`src/rtl/lru_prof_pkg.sv`:
```
package lru_prof_pkg;
  localparam int unsigned DEF_ADDR_W   = 12;
  localparam int unsigned DEF_OFFSET_W = 2;
  localparam int unsigned DEF_SET_W    = 2;
  localparam int unsigned DEF_WAYS     = 4;
  localparam int unsigned DEF_CNT_W    = 32;

  function automatic int unsigned depth_bits(input int unsigned ways);
    return $clog2(ways + 1);
  endfunction
endpackage

```
`src/rtl/lru_set_stack.sv`:
```
module lru_set_stack
  import lru_prof_pkg::*;
#(
  parameter int unsigned SET_W   = DEF_SET_W,
  parameter int unsigned TAG_W   = 8,
  parameter int unsigned WAYS    = DEF_WAYS,
  localparam int unsigned SETS    = 1 << SET_W,
  localparam int unsigned DEPTH_W = depth_bits(WAYS)
) (
  input  logic               clk_i,
  input  logic               rst_ni,
  input  logic               upd_i,
  input  logic [SET_W-1:0]   set_i,
  input  logic [TAG_W-1:0]   tag_i,
  output logic [DEPTH_W-1:0] depth_o
);
  logic [TAG_W-1:0] tag_q [SETS][WAYS];
  logic [WAYS-1:0]  vld_q [SETS];
  logic [WAYS-1:0]  match;

  for (genvar w = 0; w < WAYS; w++) begin : g_cmp
    assign match[w] = vld_q[set_i][w] && (tag_q[set_i][w] == tag_i);
  end

  always_comb begin
    depth_o = DEPTH_W'(WAYS);
    for (int w = WAYS - 1; w >= 0; w--) begin
      if (match[w]) depth_o = DEPTH_W'(w);
    end
  end

  always_ff @(posedge clk_i or negedge rst_ni) begin
    if (!rst_ni) begin
      for (int s = 0; s < SETS; s++) begin
        vld_q[s] <= '0;
        for (int w = 0; w < WAYS; w++) tag_q[s][w] <= '0;
      end
    end else if (upd_i) begin
      // shift entries above the hit depth down by one; a miss shifts all
      for (int w = 1; w < WAYS; w++) begin
        if (DEPTH_W'(w) <= depth_o) begin
          tag_q[set_i][w] <= tag_q[set_i][w-1];
          vld_q[set_i][w] <= vld_q[set_i][w-1];
        end
      end
      tag_q[set_i][0] <= tag_i;
      vld_q[set_i][0] <= 1'b1;
    end
  end

  // a tag lives in at most one stack slot
  a_r4_unique_tag: assert property (@(posedge clk_i) disable iff (!rst_ni)
    $onehot0(match));
  // valid entries fill the stack from the top with no gaps
  a_r4_no_gap: assert property (@(posedge clk_i) disable iff (!rst_ni)
    ((vld_q[set_i] & (vld_q[set_i] + 1'b1)) == '0));
endmodule

```
`src/rtl/depth_counters.sv`:
```
module depth_counters
  import lru_prof_pkg::*;
#(
  parameter int unsigned WAYS  = DEF_WAYS,
  parameter int unsigned CNT_W = DEF_CNT_W,
  localparam int unsigned DEPTH_W = depth_bits(WAYS)
) (
  input  logic                        clk_i,
  input  logic                        rst_ni,
  input  logic                        inc_i,
  input  logic [DEPTH_W-1:0]          depth_i,
  output logic [(WAYS+1)*CNT_W-1:0]   cnt_o,
  output logic [CNT_W-1:0]            ref_o
);
  for (genvar d = 0; d <= WAYS; d++) begin : g_cnt
    always_ff @(posedge clk_i or negedge rst_ni) begin
      if (!rst_ni) cnt_o[d*CNT_W +: CNT_W] <= '0;
      else if (inc_i && depth_i == DEPTH_W'(d))
        cnt_o[d*CNT_W +: CNT_W] <= cnt_o[d*CNT_W +: CNT_W] + 1'b1;
    end
  end

  always_ff @(posedge clk_i or negedge rst_ni) begin
    if (!rst_ni) ref_o <= '0;
    else if (inc_i) ref_o <= ref_o + 1'b1;
  end

  logic [CNT_W-1:0] cnt_sum;
  always_comb begin
    cnt_sum = '0;
    for (int d = 0; d <= WAYS; d++) cnt_sum = cnt_sum + cnt_o[d*CNT_W +: CNT_W];
  end

  a_r2_ref_step: assert property (@(posedge clk_i) disable iff (!rst_ni)
    inc_i |=> ref_o == $past(ref_o) + 1'b1);
  a_r2_ref_idle: assert property (@(posedge clk_i) disable iff (!rst_ni)
    !inc_i |=> $stable(ref_o));
  // every reference lands in exactly one depth bin
  a_r3_bins_sum: assert property (@(posedge clk_i) disable iff (!rst_ni)
    cnt_sum == ref_o);
endmodule

```
`src/rtl/miss_filter.sv`:
```
module miss_filter
  import lru_prof_pkg::*;
#(
  parameter int unsigned ADDR_W = DEF_ADDR_W
) (
  input  logic              clk_i,
  input  logic              rst_ni,
  input  logic              push_i,
  input  logic [ADDR_W-1:0] addr_i,
  output logic              out_valid_o,
  input  logic              out_ready_i,
  output logic [ADDR_W-1:0] out_addr_o,
  output logic              can_accept_o
);
  assign can_accept_o = !out_valid_o || out_ready_i;

  always_ff @(posedge clk_i or negedge rst_ni) begin
    if (!rst_ni) begin
      out_valid_o <= 1'b0;
      out_addr_o  <= '0;
    end else if (push_i) begin
      out_valid_o <= 1'b1;
      out_addr_o  <= addr_i;
    end else if (out_ready_i) begin
      out_valid_o <= 1'b0;
    end
  end

  a_r7_hold: assert property (@(posedge clk_i) disable iff (!rst_ni)
    out_valid_o && !out_ready_i |=> out_valid_o && $stable(out_addr_o));
  a_r7_stall: assert property (@(posedge clk_i) disable iff (!rst_ni)
    out_valid_o && !out_ready_i |-> !can_accept_o);
  a_r6_push: assert property (@(posedge clk_i) disable iff (!rst_ni)
    push_i |=> out_valid_o);
endmodule

```
`src/rtl/lru_depth_profiler.sv`:
```
module lru_depth_profiler
  import lru_prof_pkg::*;
#(
  parameter int unsigned ADDR_W   = DEF_ADDR_W,
  parameter int unsigned OFFSET_W = DEF_OFFSET_W,
  parameter int unsigned SET_W    = DEF_SET_W,
  parameter int unsigned WAYS     = DEF_WAYS,
  parameter int unsigned CNT_W    = DEF_CNT_W
) (
  input  logic                      clk_i,
  input  logic                      rst_ni,
  input  logic                      req_valid_i,
  output logic                      req_ready_o,
  input  logic [ADDR_W-1:0]         req_addr_i,
  output logic                      red_valid_o,
  input  logic                      red_ready_i,
  output logic [ADDR_W-1:0]         red_addr_o,
  output logic [(WAYS+1)*CNT_W-1:0] hit_cnt_o,
  output logic [CNT_W-1:0]          ref_cnt_o
);
  localparam int unsigned TAG_W   = ADDR_W - SET_W - OFFSET_W;
  localparam int unsigned DEPTH_W = depth_bits(WAYS);

  logic               fire, dm_miss;
  logic [SET_W-1:0]   set_idx;
  logic [TAG_W-1:0]   tag;
  logic [DEPTH_W-1:0] depth;

  assign set_idx = req_addr_i[OFFSET_W +: SET_W];
  assign tag     = req_addr_i[ADDR_W-1 -: TAG_W];
  assign fire    = req_valid_i && req_ready_o;
  // direct-mapped resident line == top of the LRU stack
  assign dm_miss = depth != '0;

  lru_set_stack #(.SET_W(SET_W), .TAG_W(TAG_W), .WAYS(WAYS)) u_stack (
    .clk_i, .rst_ni, .upd_i(fire), .set_i(set_idx), .tag_i(tag), .depth_o(depth)
  );

  depth_counters #(.WAYS(WAYS), .CNT_W(CNT_W)) u_cnt (
    .clk_i, .rst_ni, .inc_i(fire), .depth_i(depth), .cnt_o(hit_cnt_o), .ref_o(ref_cnt_o)
  );

  miss_filter #(.ADDR_W(ADDR_W)) u_filt (
    .clk_i, .rst_ni, .push_i(fire && dm_miss), .addr_i(req_addr_i),
    .out_valid_o(red_valid_o), .out_ready_i(red_ready_i), .out_addr_o(red_addr_o),
    .can_accept_o(req_ready_o)
  );

  // a depth-0 reference leaves the reduced stream empty
  a_r6_hit_quiet: assert property (@(posedge clk_i) disable iff (!rst_ni)
    fire && !dm_miss |=> !red_valid_o);
  // a forwarded address is the one accepted
  a_r6_addr: assert property (@(posedge clk_i) disable iff (!rst_ni)
    fire && dm_miss |=> red_addr_o == $past(req_addr_i));
endmodule

```
`config.mk`:
```
export PLATFORM = sky130hd
export DESIGN_NAME = lru_depth_profiler
export DESIGN_NICKNAME = d
export VERILOG_FILES = /design/src/rtl/lru_prof_pkg.sv /design/src/rtl/lru_set_stack.sv /design/src/rtl/depth_counters.sv /design/src/rtl/miss_filter.sv /design/src/rtl/lru_depth_profiler.sv
export SDC_FILE = /design/constraint.sdc
export NUM_CORES = 1
export LEC_CHECK = 0
export BUFFER_PORTS_ARGS = -buffer_cell sky130_fd_sc_hd__buf_2
export CAP_MARGIN = 20
export CORE_MARGIN = 5
export CORE_UTILIZATION = 62
export CTS_BUF_LIST = sky130_fd_sc_hd__clkbuf_4 sky130_fd_sc_hd__clkbuf_8 sky130_fd_sc_hd__clkbuf_16
export DETAILED_ROUTE_END_ITERATION = 10
export GPL_ROUTABILITY_DRIVEN = 0
export PLACE_DENSITY = 0.85
export SYNTH_ARGS = -nofsm -noshare
export SYNTH_HDL_FRONTEND = slang
export SYNTH_SLANG_ARGS = --single-unit
```
`constraint.sdc`:
```
create_clock -name clk_i -period 4.22 [get_ports clk_i]
set_input_delay 0.633 -clock clk_i [delete_from_list [all_inputs] [get_ports clk_i]]
set_output_delay 0.633 -clock clk_i [all_outputs]
set_load 0.01 [all_outputs]
```
==> impl_metrics.csv <==
group,metric,value,unit
clocking,cts_setup_buffers,0,
clocking,cts_root_buffer,"clkbuf_16",
timing,maxSlewHeadroom,0.269,
yosys,yosys_warnings,0,
yosys,synth.area.top_cells,"dfrtp_1, mux2_2, xnor2_1, xor2_1, mux4_1",
floorplanning,rows,58,
yosys,synth_cells,1282,
grt,gr-usage-met1,0.373,
yosys,ys_seq_area_frac,0.547,
finish,area_growth,17.6,%
floorplanning,core_area,25300,sq um
yosys,synth.distinct_cells,49,
grt,antenna_found_initial,1,
power_and_ir_drop,cellPowerDensity,498,nW/um^2
finish,final_common_cell,"dfrtp_1",
critical_path,path_class,"in -> reg",
finish,fillers,1579,
floorplanning,dieArea,29000,sq um
grt,grt_pass1_wl,64.6,mm
place,port_buffers,221,
critical_path,start_kind,"input pin",
clocking,clk_pin_slew,0.06,ns
power_and_ir_drop,p_leak,9.18,nW
route,viasPerCell,6.06,
timing,fin_skew,0.0259,ns
route,routed_wl,39.3,mm
floorplanning,die_w,170,microns
floorplanning,ios,222,
clocking,h-tree-depth,2,
grt,grt_pass1_vias,11700,
yosys,synth_edf_count,0,
critical_path,end_kind,"register",
route,drt-initial-drc-count,924,
clocking,hold_buffers,0,
timing,finalCritPeriodShare,0.943,
clocking,clock_latency,0.52,ns
yosys,synth_area_per_cell,12.4,sq um
finish,nNetsFinal,1553,
critical_path,worst-path-max-fanout,16,
clocking,tritoncts,"yes",
route,drt-pass1-iter-count,5,
yosys,ys.flop_type,"dfrtp_1",
route,routedWlPerCell,20.9,microns
timing,rsz0062_at_grt,"false",
grt,grt_max_degree,109,
route,num_vias,11400,
floorplanning,die_h,170,microns
clocking,clock-sinks,349,
timing,tightest_slew,1.09,ns
place,dp_hpwl,27.0,mm
grt,met3_usage,0.0472,
grt,top_usage_layer,"met2",
clocking,cts_buffer_depth,3,
critical_path,cp_data_arrival_time,4.36,ns
yosys,synth_top_area_share,0.547,
critical_path,required,4.60,ns
run_status,status,"finished clean",
grt,grt_use_met2,0.459,
yosys,syn-cell-area,16000,sq um
floorplanning,start_util,0.632,
timing,hold_viol,0,
yosys,synth_top_area_cell,"dfrtp_1",
timing,period_needed,3.98,ns
yosys,synthArstFlopShare,1.00,
run,maxCapViolations,0,
timing,tns,0,ns
grt,track_usage,0.276,
finish,post-route-util,0.743,
yosys,synth_seq_cells,349,
power_and_ir_drop,peakVddDrop,0.000356,V
yosys,syn_nets,1304,
timing,setup_viol,0,
grt,overflow,0,
route,drcViolationCount,0,
clocking,ctsResizeCount,0,
clocking,cts_buffers,37,
route,postRouteAntennaNets,0,
timing,maxSlewViolCount,0,
finish,layout-drive-gt1-share,0.304,
min_path,hold_path_class,"in -> async",
finish,mostFrequentLayoutCells,"dfrtp_1, buf_2, xnor2_1",
timing,fmax,251,MHz
==> synth_stat cells (7+ instances only) <==
| cell type | number |
|---|---|
| nor2_1 | 36 |
| and4_1 | 18 |
| nand2b_1 | 8 |
| nand2_1 | 124 |
| nand3_1 | 72 |
| nor3_1 | 23 |
| inv_1 | 22 |
| o21ai_0 | 12 |
| mux2_2 | 138 |
| nor4_1 | 36 |
| mux4_1 | 23 |
| and3_1 | 31 |
| mux2i_1 | 18 |
| buf_1 | 9 |
| dfrtp_1 | 349 |
| and2_1 | 10 |
| xor2_1 | 72 |
| clkbuf_1 | 25 |
| xnor2_1 | 144 |
| nand4_1 | 45 |
| or3_1 | 7 |
==> worst max-delay path: stages <==
cell and delay, ns:
buf_2 0.35, buf_12 0.21, mux4_1 0.66, xnor2_1 0.23, nand3_1 0.18, nor3_1 0.69, nor2_1 0.47, nand2_1 0.53
mux2_2 0.40
==> registers in the layout (all words and copies together) (netlist names) <==
register            count
u_filt.out_valid_o      1
u_stack.tag_q         128
u_cnt.cnt_o           160
u_stack.vld_q          16
u_cnt.ref_o            32
u_filt.out_addr_o      12
==> cells by family after synthesis <==
| family | after synthesis | share of synthesized area |
|---|---|---|
| flops | 349 | 0.547 |
| simple gates | 426 | 0.139 |
| xor+xnor | 217 | 0.120 |
| buf+inv | 71 | 0.0222 |
| fa+ha+maj | 6 | 0.00471 |
| mux | 185 | 0.155 |
| compound gates | 28 | 0.0116 |
==> path summary, 6_finish.rpt <==
check | startpoint | end | slack [ns] | cells after the start
min | rst_ni | u_cnt.cnt_o[93] | 0.17 | 1
min reg2reg | u_stack.vld_q[12] | u_stack.vld_q[12] | 0.47 | 1
max | req_addr_i[2] | u_stack.tag_q[96] | 0.24 | 9
max in group asynchronous | rst_ni | u_stack.tag_q[36] | 3.16 | 2
min in group clk_i | req_addr_i[1] | u_filt.out_addr_o[1] | 0.30 | 3
max reg2reg | u_stack.tag_q[91] | u_stack.tag_q[96] | 0.59 | 7
==> area by class of cell <==
cell class	count	area [sq um]	share of cell area
Multi-Input combinational cell	862	6870	0.366
Antenna cell	1	2.50	0.000133
Clock inverter	4	48.8	0.00260
Sequential cell	349	8730	0.465
Tap cell	330	413	0.0220
Clock buffer	58	1160	0.0619
Inverter	25	93.8	0.00500
Timing Repair Buffer	256	1440	0.0768
==> routing by layer <==
metal | share of wire | vias to the layer above
li1 | - | 5054
met5 | 0 | -
met1 | 0.40 | 5791
met2 | 0.50 | 467
met3 | 0.070 | 104
met4 | 0.033 | 0
==> through the flow <==
stage / std cells / worst slack [ns] / power, mW / area (sq um) / hold slack, ns
floorplan: 1282 / 0.607 / 5.51 / 16000 / 0.337
global placement: 1822 / 0.162 / 6.02 / 17600 / 0.445
detailed placement: 1822 / -0.0299 / 6.14 / 17600 / 0.448
CTS: 1884 / 0.402 / 9.37 / 18800 / 0.218
global route: 1885 / 0.160 / 9.75 / 18800 / 0.246
finish: 1885 / 0.241 / 9.34 / 18800 / 0.170
==> report_power, final <==
group          internal [mW]  switching [mW]
Clock                   1.95            1.27
Combinational          0.889           0.878
Sequential              3.97           0.392
Total                   6.80            2.54
No activity file was read; power rests on OpenSTA's default activity.
